**src/rtl/twl_pkg.sv**
```systemverilog
package twl_pkg;

    localparam int NUM_LINES = 2;
    localparam int LINE_CLK  = 0;
    localparam int LINE_DAT  = 1;

    typedef logic [NUM_LINES-1:0] line_vec_t;

    typedef enum logic [1:0] {
        ACC_NONE  = 2'd0,
        ACC_SET   = 2'd1,
        ACC_CLR   = 2'd2,
        ACC_OTHER = 2'd3
    } wr_kind_e;

    localparam line_vec_t LINES_IDLE = '1;

endpackage

```
**src/rtl/twl_addr_decode.sv**
```systemverilog
module twl_addr_decode #(
    parameter int ADDR_W = 10
) (
    input  logic              wr_en,
    input  logic [ADDR_W-1:0] addr,
    output twl_pkg::wr_kind_e wr_kind,
    output logic              rd_hit
);
    import twl_pkg::*;

    localparam logic [ADDR_W-1:0] IDX_SET = ADDR_W'(0);
    localparam logic [ADDR_W-1:0] IDX_CLR = ADDR_W'(1);

    always_comb begin
        rd_hit = (addr == IDX_SET);
        if (!wr_en) begin
            wr_kind = ACC_NONE;
        end else if (addr == IDX_SET) begin
            wr_kind = ACC_SET;
        end else if (addr == IDX_CLR) begin
            wr_kind = ACC_CLR;
        end else begin
            wr_kind = ACC_OTHER;
        end
    end

endmodule

```
**src/rtl/twl_line_latch.sv**
```systemverilog
module twl_line_latch (
    input  logic               clk,
    input  logic               rst_n,
    input  twl_pkg::wr_kind_e  wr_kind,
    input  twl_pkg::line_vec_t wbits,
    output twl_pkg::line_vec_t lines_q
);
    import twl_pkg::*;

    typedef struct packed {
        line_vec_t lines;
    } latch_state_t;

    latch_state_t state_d, state_q;

    always_comb begin
        state_d = state_q;
        unique case (wr_kind)
            ACC_SET: state_d.lines = state_q.lines | wbits;
            ACC_CLR: state_d.lines = state_q.lines & ~wbits;
            default: state_d.lines = state_q.lines;
        endcase
    end

    always_ff @(posedge clk) begin
        if (!rst_n) begin
            state_q.lines <= LINES_IDLE;
        end else begin
            state_q <= state_d;
        end
    end

    assign lines_q = state_q.lines;

endmodule

```
**src/rtl/twl_sync.sv**
```systemverilog
module twl_sync #(
    parameter int STAGES    = 2,
    parameter bit RESET_VAL = 1'b1
) (
    input  logic clk,
    input  logic rst_n,
    input  logic din,
    output logic dout
);
    typedef struct packed {
        logic [STAGES-1:0] chain;
    } sync_state_t;

    sync_state_t state_d, state_q;

    generate
        if (STAGES == 1) begin : g_single
            always_comb begin
                state_d       = state_q;
                state_d.chain = din;
            end
        end else begin : g_multi
            always_comb begin
                state_d       = state_q;
                state_d.chain = {state_q.chain[STAGES-2:0], din};
            end
        end
    endgenerate

    always_ff @(posedge clk) begin
        if (!rst_n) begin
            state_q.chain <= {STAGES{RESET_VAL}};
        end else begin
            state_q <= state_d;
        end
    end

    assign dout = state_q.chain[STAGES-1];

endmodule

```
**src/rtl/twl_read_port.sv**
```systemverilog
module twl_read_port #(
    parameter int DATA_W = 32
) (
    input  logic              clk,
    input  logic              rst_n,
    input  logic              rd_en,
    input  logic              rd_hit,
    input  logic              clk_bit,
    input  logic              dat_bit,
    output logic [DATA_W-1:0] rdata_q
);
    localparam int PAD_W = DATA_W - 2;

    typedef struct packed {
        logic [DATA_W-1:0] rdata;
    } rd_state_t;

    rd_state_t state_d, state_q;

    always_comb begin
        state_d = state_q;
        if (rd_en) begin
            if (rd_hit) begin
                state_d.rdata = {{PAD_W{1'b0}}, dat_bit, clk_bit};
            end else begin
                state_d.rdata = '1;
            end
        end
    end

    always_ff @(posedge clk) begin
        if (!rst_n) begin
            state_q.rdata <= '0;
        end else begin
            state_q <= state_d;
        end
    end

    assign rdata_q = state_q.rdata;

endmodule

```
**src/rtl/twl_bitbang_port.sv**
```systemverilog
module twl_bitbang_port #(
    parameter int ADDR_W      = 10,
    parameter int DATA_W      = 32,
    parameter int SYNC_STAGES = 2
) (
    input  logic              clk,
    input  logic              rst_n,
    input  logic              rd_en,
    input  logic              wr_en,
    input  logic [ADDR_W-1:0] addr,
    input  logic [DATA_W-1:0] wdata,
    output logic [DATA_W-1:0] rdata,
    output logic              scl_oe,
    output logic              sda_oe,
    input  logic              sda_in
);
    import twl_pkg::*;

    localparam int USED_W = NUM_LINES;

    wr_kind_e  wr_kind;
    logic      rd_hit;
    line_vec_t lines_q;
    line_vec_t wbits;
    logic      sda_sync;
    logic      unused_wdata_hi;

    assign wbits           = wdata[USED_W-1:0];
    assign unused_wdata_hi = ^wdata[DATA_W-1:USED_W];

    twl_addr_decode #(.ADDR_W(ADDR_W)) u_dec (
        .wr_en   (wr_en),
        .addr    (addr),
        .wr_kind (wr_kind),
        .rd_hit  (rd_hit)
    );

    twl_line_latch u_latch (
        .clk     (clk),
        .rst_n   (rst_n),
        .wr_kind (wr_kind),
        .wbits   (wbits),
        .lines_q (lines_q)
    );

    twl_sync #(.STAGES(SYNC_STAGES), .RESET_VAL(1'b1)) u_sync (
        .clk   (clk),
        .rst_n (rst_n),
        .din   (sda_in),
        .dout  (sda_sync)
    );

    twl_read_port #(.DATA_W(DATA_W)) u_rd (
        .clk     (clk),
        .rst_n   (rst_n),
        .rd_en   (rd_en),
        .rd_hit  (rd_hit),
        .clk_bit (lines_q[LINE_CLK]),
        .dat_bit (sda_sync),
        .rdata_q (rdata)
    );

    // open-drain: a latch bit of 0 enables the low driver
    assign scl_oe = ~lines_q[LINE_CLK];
    assign sda_oe = ~lines_q[LINE_DAT];

endmodule

```
**config.mk**
```make
export PLATFORM = sky130hd
export DESIGN_NAME = twl_bitbang_port
export DESIGN_NICKNAME = d
export VERILOG_FILES = /design/src/rtl/twl_pkg.sv /design/src/rtl/twl_addr_decode.sv /design/src/rtl/twl_line_latch.sv /design/src/rtl/twl_sync.sv /design/src/rtl/twl_read_port.sv /design/src/rtl/twl_bitbang_port.sv
export SDC_FILE = /design/constraint.sdc
export NUM_CORES = 1
export LEC_CHECK = 0
export ABC_AREA = 1
export BUFFER_PORTS_ARGS = -buffer_cell sky130_fd_sc_hd__buf_2
export CAP_MARGIN = 10
export CORE_MARGIN = 1
export CORE_UTILIZATION = 25
export CTS_BUF_LIST = sky130_fd_sc_hd__clkbuf_4 sky130_fd_sc_hd__clkbuf_8
export DETAILED_ROUTE_END_ITERATION = 6
export GPL_TIMING_DRIVEN = 0
export PLACE_DENSITY = 0.75
export SYNTH_ARGS = -nofsm -noshare
export SYNTH_HDL_FRONTEND = slang
export SYNTH_SLANG_ARGS = --single-unit
export TNS_END_PERCENT = 30
```
**constraint.sdc**
```tcl
create_clock -name clk -period 1.9 [get_ports clk]
set_input_delay 0.19 -clock clk [delete_from_list [all_inputs] [get_ports clk]]
set_output_delay 0.19 -clock clk [all_outputs]
set_load 0.03 [all_outputs]
```
==> results of run 1 <==
metal layers:
metal	GRT usage (%)	routed length [µm]	part of all wire [%]
met5	0	0	0
met4	6.86	23	2.0
met3	6.54	179	16
met2	17.8	468	41
met1	9.40	476	41
logic make-up (layout without fill, tap and decap cells):
| kind of cell | after synthesis | count (layout) | synth area share (%) |
|---|---|---|---|
| flip-flops | 7 | 7 | 25.5 |
| adder cells (fa/ha/maj) | 1 | 1 | 2.28 |
| buffers and inverters | 37 | 91 | 45.1 |
| AO/OA/AOI/OAI | 6 | 6 | 6.61 |
| AND/OR/NAND/NOR | 25 | 25 | 20.5 |
worst max path at each step:
stage                                 from        end  slack, ps  cells past startpoint
final                     u_rd.rdata_q[30]  rdata[22]        150                      2
after global routing      u_rd.rdata_q[30]  rdata[19]         20                      2
after CTS                 u_rd.rdata_q[30]  rdata[22]        110                      2
after detailed placement           addr[9]   register        380                     11
after global placement             addr[5]   register        440                     11
after floorplan           u_rd.rdata_q[30]  rdata[10]        460                      1
cell usage after synthesis, drive strengths merged:
library cell / number / area share (%)
nand4: 2 / 2.3
buf: 29 / 40
nand3: 1 / 0.91
or2: 2 / 2.3
a21boi: 1 / 1.4
nand2: 8 / 5.5
ha: 1 / 2.3
dfxtp: 7 / 26
inv: 8 / 5.5
a21oi: 2 / 1.8
o21ai: 3 / 3.4
nor2: 12 / 9.6
per-stage QoR:
stage,setup slack (ps),cell area (µm²)
floorplan,465,549
global placement,435,833
detailed placement,381,833
global route,19.3,861
CTS,113,861
finish,152,861
power by group:
part           internal [µW]  switching (µW)
registers                157            14.2
logic                    107             152
clock network           77.0            57.8
area by class of cell:
type	count	area (µm²)	area share (%)
plain buffers	29	218	25.3
clock buffers	3	22.5	2.62
clock inverters	1	5.00	0.581
inverters	8	30.0	3.49
multi-input cells	32	161	18.8
flip-flops and latches	7	140	16.3
well taps	27	33.8	3.92
repair buffers	50	250	29.1
==> flow_metrics.env, run 1 <==
export IMPL_skew_ps=4.36
export IMPL_routed_wl_mm=1.15
export IMPL_timing_rr_start="u_rd.rdata_q[30]"
export IMPL_fillers=202
export IMPL_grt_start_max_net_pins=32
export IMPL_layout_commonest_cell="buf_2"
export IMPL_grt_pass1_vias=490
export IMPL_dieWidth_um=48.9
export IMPL_worstPathMaxFanout=31
export IMPL_fin_setup_tns_ps=0
export IMPL_via_count=581
export IMPL_grtUsageTotal_pct=10.6
export IMPL_p_leak_uw=0.000553
export IMPL_rr_endpoint="u_rd.rdata_q[30]"
export IMPL_vdd_ir_drop_worst_uv=343
export IMPL_cpLargestDelayFamily="flip-flops"
export IMPL_post_cts_resized=0
export IMPL_timing_fmax_mhz=572
export IMPL_post_route_util_pct=42.6
export IMPL_slew_viol_final=0
export IMPL_placed_cells=153
export IMPL_cts_setup_buffers=0
export IMPL_cts_root_buf="clkbuf_4"
export IMPL_cp_slowest_cell="dfxtp_1"
export IMPL_regToRegSetupSlack_ps=660
export IMPL_setup_viol=0
export IMPL_postSynthCellCount=76
export IMPL_cts_tree="built"
export IMPL_hold_ws_ps=114
export IMPL_drtPass1Iterations=4
export IMPL_synth_ff_latch_count=7
export IMPL_num_rows=16
export IMPL_critPathBufInv=2
export IMPL_cts_buffers=3
export IMPL_tightest_slew_ps=872
export IMPL_avgRoutedWirePerCell_um=7.31
export IMPL_crit_type="reg -> out"
export IMPL_ant_nets=0
export IMPL_cts_hold_buf=0
export IMPL_worstPathArrival_ps=1560
export IMPL_dp_hpwl_um=970
export IMPL_drc=0
export IMPL_total_power_uw=566
export IMPL_cts_max_level=1
export IMPL_hold_depth=2
export IMPL_fin_crit_sh_pct=92.0
export IMPL_finalNetCount=179
export IMPL_grt_antenna_before_repair=0
export IMPL_coreArea_um2=2020
export IMPL_clkSlewWorstSetupHoldPaths_ps=60
export IMPL_max_stage_delay_ps=890
export IMPL_rsz0062_at_grt="no"
export IMPL_die_h_um=48.9
export IMPL_status="finished clean"
export IMPL_holdCritStartpoint="sda_in"
export IMPL_pin_count=81
export IMPL_end_kind="output port"
export IMPL_whs_endpoint="u_sync.state_q[0]"
export IMPL_finalHoldViolCount=0
export IMPL_maxCapViolCount=0
export IMPL_synth_distinct_cells=15
export IMPL_drive_gt1_share_pct=66.2
export IMPL_path_cells="buf_4, buf_2"
export IMPL_viasPerCell=3.70
export IMPL_clock_latency_ps=250
export IMPL_clk_path_buf_depth=2
export IMPL_relSlewSlack_pct=41.8
export IMPL_critPathLaunchType="register"
export IMPL_p_per_area_nw_per_um2=657
export IMPL_start_util_pct=27.2
export IMPL_avgSynthCellArea_um2=7.23
export IMPL_period_needed_ps=1750
export IMPL_overflow=0
export IMPL_ys_warn_count=0
export IMPL_required_ps=1710
export IMPL_place_congestion=0.645
export IMPL_synth_seq_area_share_pct=25.5
export IMPL_io_buffers=50
export IMPL_synth_net_count=124
export IMPL_grt_pass1_wl_mm=1.93
export IMPL_reg2regPathDepth=4
export IMPL_final_cell_mix="50 x buf_2, 29 x buf_4, 11 x nor2_1"
export IMPL_area_growth_pct=56.7
export IMPL_drt_iter0_markers=8
export IMPL_hold_class="in -> reg"
export IMPL_die_area_um2=2390
export IMPL_synth_area_um2=549
export IMPL_clock_sinks=7
export IMPL_finalNonFillerCells=157
export IMPL_antenna_cells=0
Note: power is estimated with default switching activity, not from simulation.
==> inputs of run 2 (changes only) <==
- CORE_UTILIZATION: 25 -> 32
- PLACE_DENSITY: 0.75 -> 0.91
==> flow_metrics.env, run 2 (same netlist as run 1, synthesis figures left out) <==
export IMPL_status="finished, violations left"
export IMPL_violations="design-rule violations"
export IMPL_seq_power_share_pct=29.5
export IMPL_clock_latency_ps=250
export IMPL_drtPass1Iterations=5
export IMPL_end_kind="output port"
export IMPL_critPathBufInv=2
export IMPL_netSwitchingPower_uw=221
export IMPL_drt_iter0_markers=19
export IMPL_dp_hpwl_um=933
export IMPL_p_comb_share_pct=44.8
export IMPL_num_rows=14
export IMPL_cts_tree="built"
export IMPL_cts_buffers=3
export IMPL_holdCritStartpoint="sda_in"
export IMPL_worstPathArrival_ps=1550
export IMPL_viasPerCell=3.97
export IMPL_via_count=580
export IMPL_p_per_area_nw_per_um2=682
export IMPL_vdd_ir_drop_worst_uv=474
export IMPL_rsz0062_at_grt="no"
export IMPL_regToRegSetupSlack_ps=660
export IMPL_finalNetCount=179
export IMPL_final_cell_mix="50 x buf_2, 29 x buf_4, 11 x nor2_1"
export IMPL_start_util_pct=35.2
export IMPL_path_cells="buf_4, buf_2"
export IMPL_fin_crit_sh_pct=91.5
export IMPL_place_congestion=0.744
export IMPL_hold_class="in -> reg"
export IMPL_grt_pass1_vias=439
export IMPL_maxCapViolCount=0
export IMPL_timing_fmax_mhz=575
export IMPL_critPathLaunchType="register"
export IMPL_cts_setup_buffers=0
export IMPL_hold_ws_ps=117
export IMPL_tightest_slew_ps=864
export IMPL_antenna_cells=0
export IMPL_drive_gt1_share_pct=66.2
export IMPL_routed_wl_mm=1.14
export IMPL_pin_count=81
export IMPL_required_ps=1710
export IMPL_p_sw_share_pct=38.1
export IMPL_cts_root_buf="clkbuf_4"
export IMPL_slew_viol_final=0
export IMPL_overflow=0
export IMPL_p_int_uw=359
export IMPL_setup_viol=0
export IMPL_clk_path_buf_depth=2
export IMPL_area_growth_pct=54.7
export IMPL_grt_antenna_before_repair=0
export IMPL_crit_type="reg -> out"
export IMPL_cpLargestDelayFamily="flip-flops"
export IMPL_die_area_um2=1890
export IMPL_dieWidth_um=43.4
export IMPL_ant_nets=0
export IMPL_cp_startpoint="u_rd.rdata_q[30]"
export IMPL_fin_setup_tns_ps=0
export IMPL_grtUsageTotal_pct=12.4
export IMPL_worstSetupEndpoint="rdata[6]"
export IMPL_drc=16
export IMPL_clkSlewWorstSetupHoldPaths_ps=50
export IMPL_reg2regPathDepth=4
export IMPL_p_leak_uw=0.000554
export IMPL_post_cts_resized=0
export IMPL_cts_max_level=1
export IMPL_placed_cells=142
export IMPL_max_stage_delay_ps=880
export IMPL_timing_rr_start="u_rd.rdata_q[30]"
export IMPL_finalHoldViolCount=0
export IMPL_period_needed_ps=1740
export IMPL_relSlewSlack_pct=42.3
export IMPL_rr_endpoint="u_rd.rdata_q[30]"
export IMPL_cts_hold_buf=0
export IMPL_cp_slowest_cell="dfxtp_1"
export IMPL_avgRoutedWirePerCell_um=7.78
export IMPL_clock_power_share_pct=25.7
export IMPL_finalNonFillerCells=146
export IMPL_coreArea_um2=1560
export IMPL_worstPathMaxFanout=31
export IMPL_io_buffers=50
export IMPL_grt_start_max_net_pins=32
export IMPL_die_h_um=43.4
export IMPL_skew_ps=3.60
export IMPL_path_depth=2
export IMPL_layout_commonest_cell="buf_2"
export IMPL_clock_sinks=7
export IMPL_grt_pass1_wl_mm=1.74
[run 2: layer usage]
metal / GRT usage, % / vias to the layer above / part of all wire, %
met1: 11.8 / 229 / 38
met3: 7.92 / 0 / 16
met4: 5.63 / 0 / 0
met2: 20.9 / 39 / 46
met5: 0 / - / 0
li1: - / 312 / -
[run 2: worst min path at each step]
stage	cells past startpoint	to
5_1_grt	2	u_sync.state_q[0]
3_3_place_gp	2	u_sync.state_q[0]
6_report	2	u_sync.state_q[0]
2_1_floorplan	1	u_sync.state_q[0]
3_5_place_dp	2	u_sync.state_q[0]
4_1_cts	2	u_sync.state_q[0]
[run 2: stage by stage]
stage	area, µm²	worst slack, ps	total power, µW	util [%]
6_report	850	162	579	54.5
5_1_grt	850	30.2	618	54.5
4_1_cts	850	132	588	54.5
3_5_place_dp	820	389	435	52.6
3_3_place_gp	820	450	428	52.6
2_1_floorplan	549	465	363	-
[run 2: cell type report]
type	instances	area, µm²
Fill cell	147	709
Tap cell	16	20.0
Buffer	29	218
Sequential cell	7	140
Timing Repair Buffer	50	250
Inverter	8	30.0
Clock buffer	4	30.0
Multi-Input combinational cell	32	161
[run 2: power by group through the flow]
stage | Clock (µW) | Combinational [µW] | Sequential, µW
floorplan | 0 | 182 | 181
global placement | 0 | 255 | 173
detailed placement | 0 | 260 | 174
CTS | 156 | 261 | 171
global route | 168 | 276 | 173
finish | 149 | 260 | 171
==> inputs of run 3 (changes only) <==
- CORE_UTILIZATION: 32 -> 31
- CTS_BUF_LIST: sky130_fd_sc_hd__clkbuf_4 sky130_fd_sc_hd__clkbuf_8 -> unset
- PLACE_DENSITY: 0.91 -> 0.89
==> flow_metrics.env, run 3 (same netlist as run 1, synthesis figures left out) <==
export IMPL_status="finished clean"
export IMPL_final_cell_mix="50 x buf_2, 29 x buf_4, 11 x nor2_1"
export IMPL_finalNonFillerCells=146
export IMPL_whs_endpoint="u_sync.state_q[0]"
export IMPL_crit_type="reg -> out"
export IMPL_clock_latency_ps=250
export IMPL_fin_crit_sh_pct=92.4
export IMPL_timing_fmax_mhz=569
export IMPL_drive_gt1_share_pct=65.4
export IMPL_antenna_cells=0
export IMPL_critPathBufInv=2
export IMPL_reg2regPathDepth=4
export IMPL_path_cells="buf_4, buf_2"
export IMPL_regArea_um2=140
export IMPL_drc=0
export IMPL_regToRegSetupSlack_ps=650
export IMPL_grt_antenna_before_repair=0
export IMPL_coreArea_um2=1580
export IMPL_fillers=152
export IMPL_required_ps=1710
export IMPL_grt_start_max_net_pins=32
export IMPL_grt_pass1_wl_mm=1.91
export IMPL_rr_endpoint="u_rd.rdata_q[30]"
export IMPL_period_needed_ps=1760
export IMPL_max_stage_delay_ps=900
export IMPL_tightest_slew_ps=887
export IMPL_end_kind="output port"
export IMPL_die_area_um2=1940
export IMPL_maxCapViolCount=0
export IMPL_via_count=580
export IMPL_grtUsageTotal_pct=13.0
export IMPL_skew_ps=6.76
export IMPL_cpLargestDelayFamily="flip-flops"
export IMPL_relSlewSlack_pct=40.8
export IMPL_p_per_area_nw_per_um2=666
export IMPL_hold_depth=2
export IMPL_setup_viol=0
export IMPL_cp_slowest_cell="dfxtp_1"
export IMPL_post_route_util_pct=53.7
export IMPL_pin_count=81
export IMPL_worstPathMaxFanout=31
export IMPL_timing_rr_start="u_rd.rdata_q[30]"
export IMPL_overflow=0
export IMPL_routed_wl_mm=1.16
export IMPL_dieWidth_um=44.1
export IMPL_viasPerCell=3.97
export IMPL_cts_buffers=3
export IMPL_num_rows=14
export IMPL_hold_class="in -> reg"
export IMPL_post_cts_resized=0
export IMPL_cts_hold_buf=0
export IMPL_drt_iter0_markers=19
export IMPL_io_buffers=50
export IMPL_holdCritStartpoint="sda_in"
export IMPL_cts_setup_buffers=0
export IMPL_drtPass1Iterations=6
export IMPL_ant_nets=0
export IMPL_layout_commonest_cell="buf_2"
export IMPL_p_leak_uw=0.000551
export IMPL_start_util_pct=34.8
export IMPL_clk_path_buf_depth=2
export IMPL_cts_root_buf="clkbuf_4"
export IMPL_cts_max_level=1
export IMPL_finalHoldViolCount=0
export IMPL_area_growth_pct=54.0
export IMPL_cts_tree="built"
export IMPL_multi_input_area_um2=161
export IMPL_vdd_ir_drop_worst_uv=484
export IMPL_clock_sinks=7
export IMPL_placed_cells=142
export IMPL_critPathLaunchType="register"
export IMPL_die_h_um=44.1
export IMPL_slew_viol_final=0
export IMPL_grt_pass1_vias=503
export IMPL_dp_hpwl_um=961
export IMPL_rsz0062_at_grt="no"
export IMPL_fin_setup_tns_ps=0
export IMPL_place_congestion=0.667
export IMPL_avgRoutedWirePerCell_um=7.97
export IMPL_worstPathArrival_ps=1570
export IMPL_finalNetCount=179
export IMPL_clkSlewWorstSetupHoldPaths_ps=50
-- run 3: per-layer routing --
metal / wire length (µm) / GRT usage [%]
met1: 494 / 13.4
met2: 536 / 23.2
met3: 132 / 4.08
met4: 0 / 7.27
met5: 0 / 0
-- run 3: where the power goes --
group          total [µW]  internal (µW)  switching (µW)
combinational         260            107             153
sequential            171            157            14.2
clock                 132           79.9            51.8
total                 563            344             219
-- run 3: worst max-delay path by stage --
stage / end / depth (start not counted) / from / slack (ps)
after floorplan: rdata[10] / 1 / u_rd.rdata_q[30] / 460
final: rdata[31] / 2 / u_rd.rdata_q[30] / 140
after global placement: register / 11 / addr[5] / 440
after CTS: rdata[6] / 2 / u_rd.rdata_q[30] / 120
after detailed placement: register / 11 / addr[5] / 350
after global routing: rdata[17] / 2 / u_rd.rdata_q[30] / 8
-- run 3: final cells by class --
type / instances / area share, %
well taps: 16 / 2.37
flip-flops and latches: 7 / 16.6
inverters: 8 / 3.55
plain buffers: 29 / 25.7
clock buffers: 4 / 3.11
multi-input cells: 32 / 19.1
repair buffers: 50 / 29.6
-- run 3: worst reg2reg max path: stages, from the launching register on --
cell,delay [ps]
dfxtp_1,900
nor2_1,80
nor2_1,120
nand2_1,60
inv_1,40
-- run 3: through the flow --
step                total power, µW  hold slack, ps  instance area, µm²  setup WS (ps)
finish                          563             133                 846            144
global route                    601             123                 846           7.65
CTS                             570             127                 846            116
detailed placement              436             385                 820            350
global placement                428             371                 820            444
floorplan                       363             290                 549            465
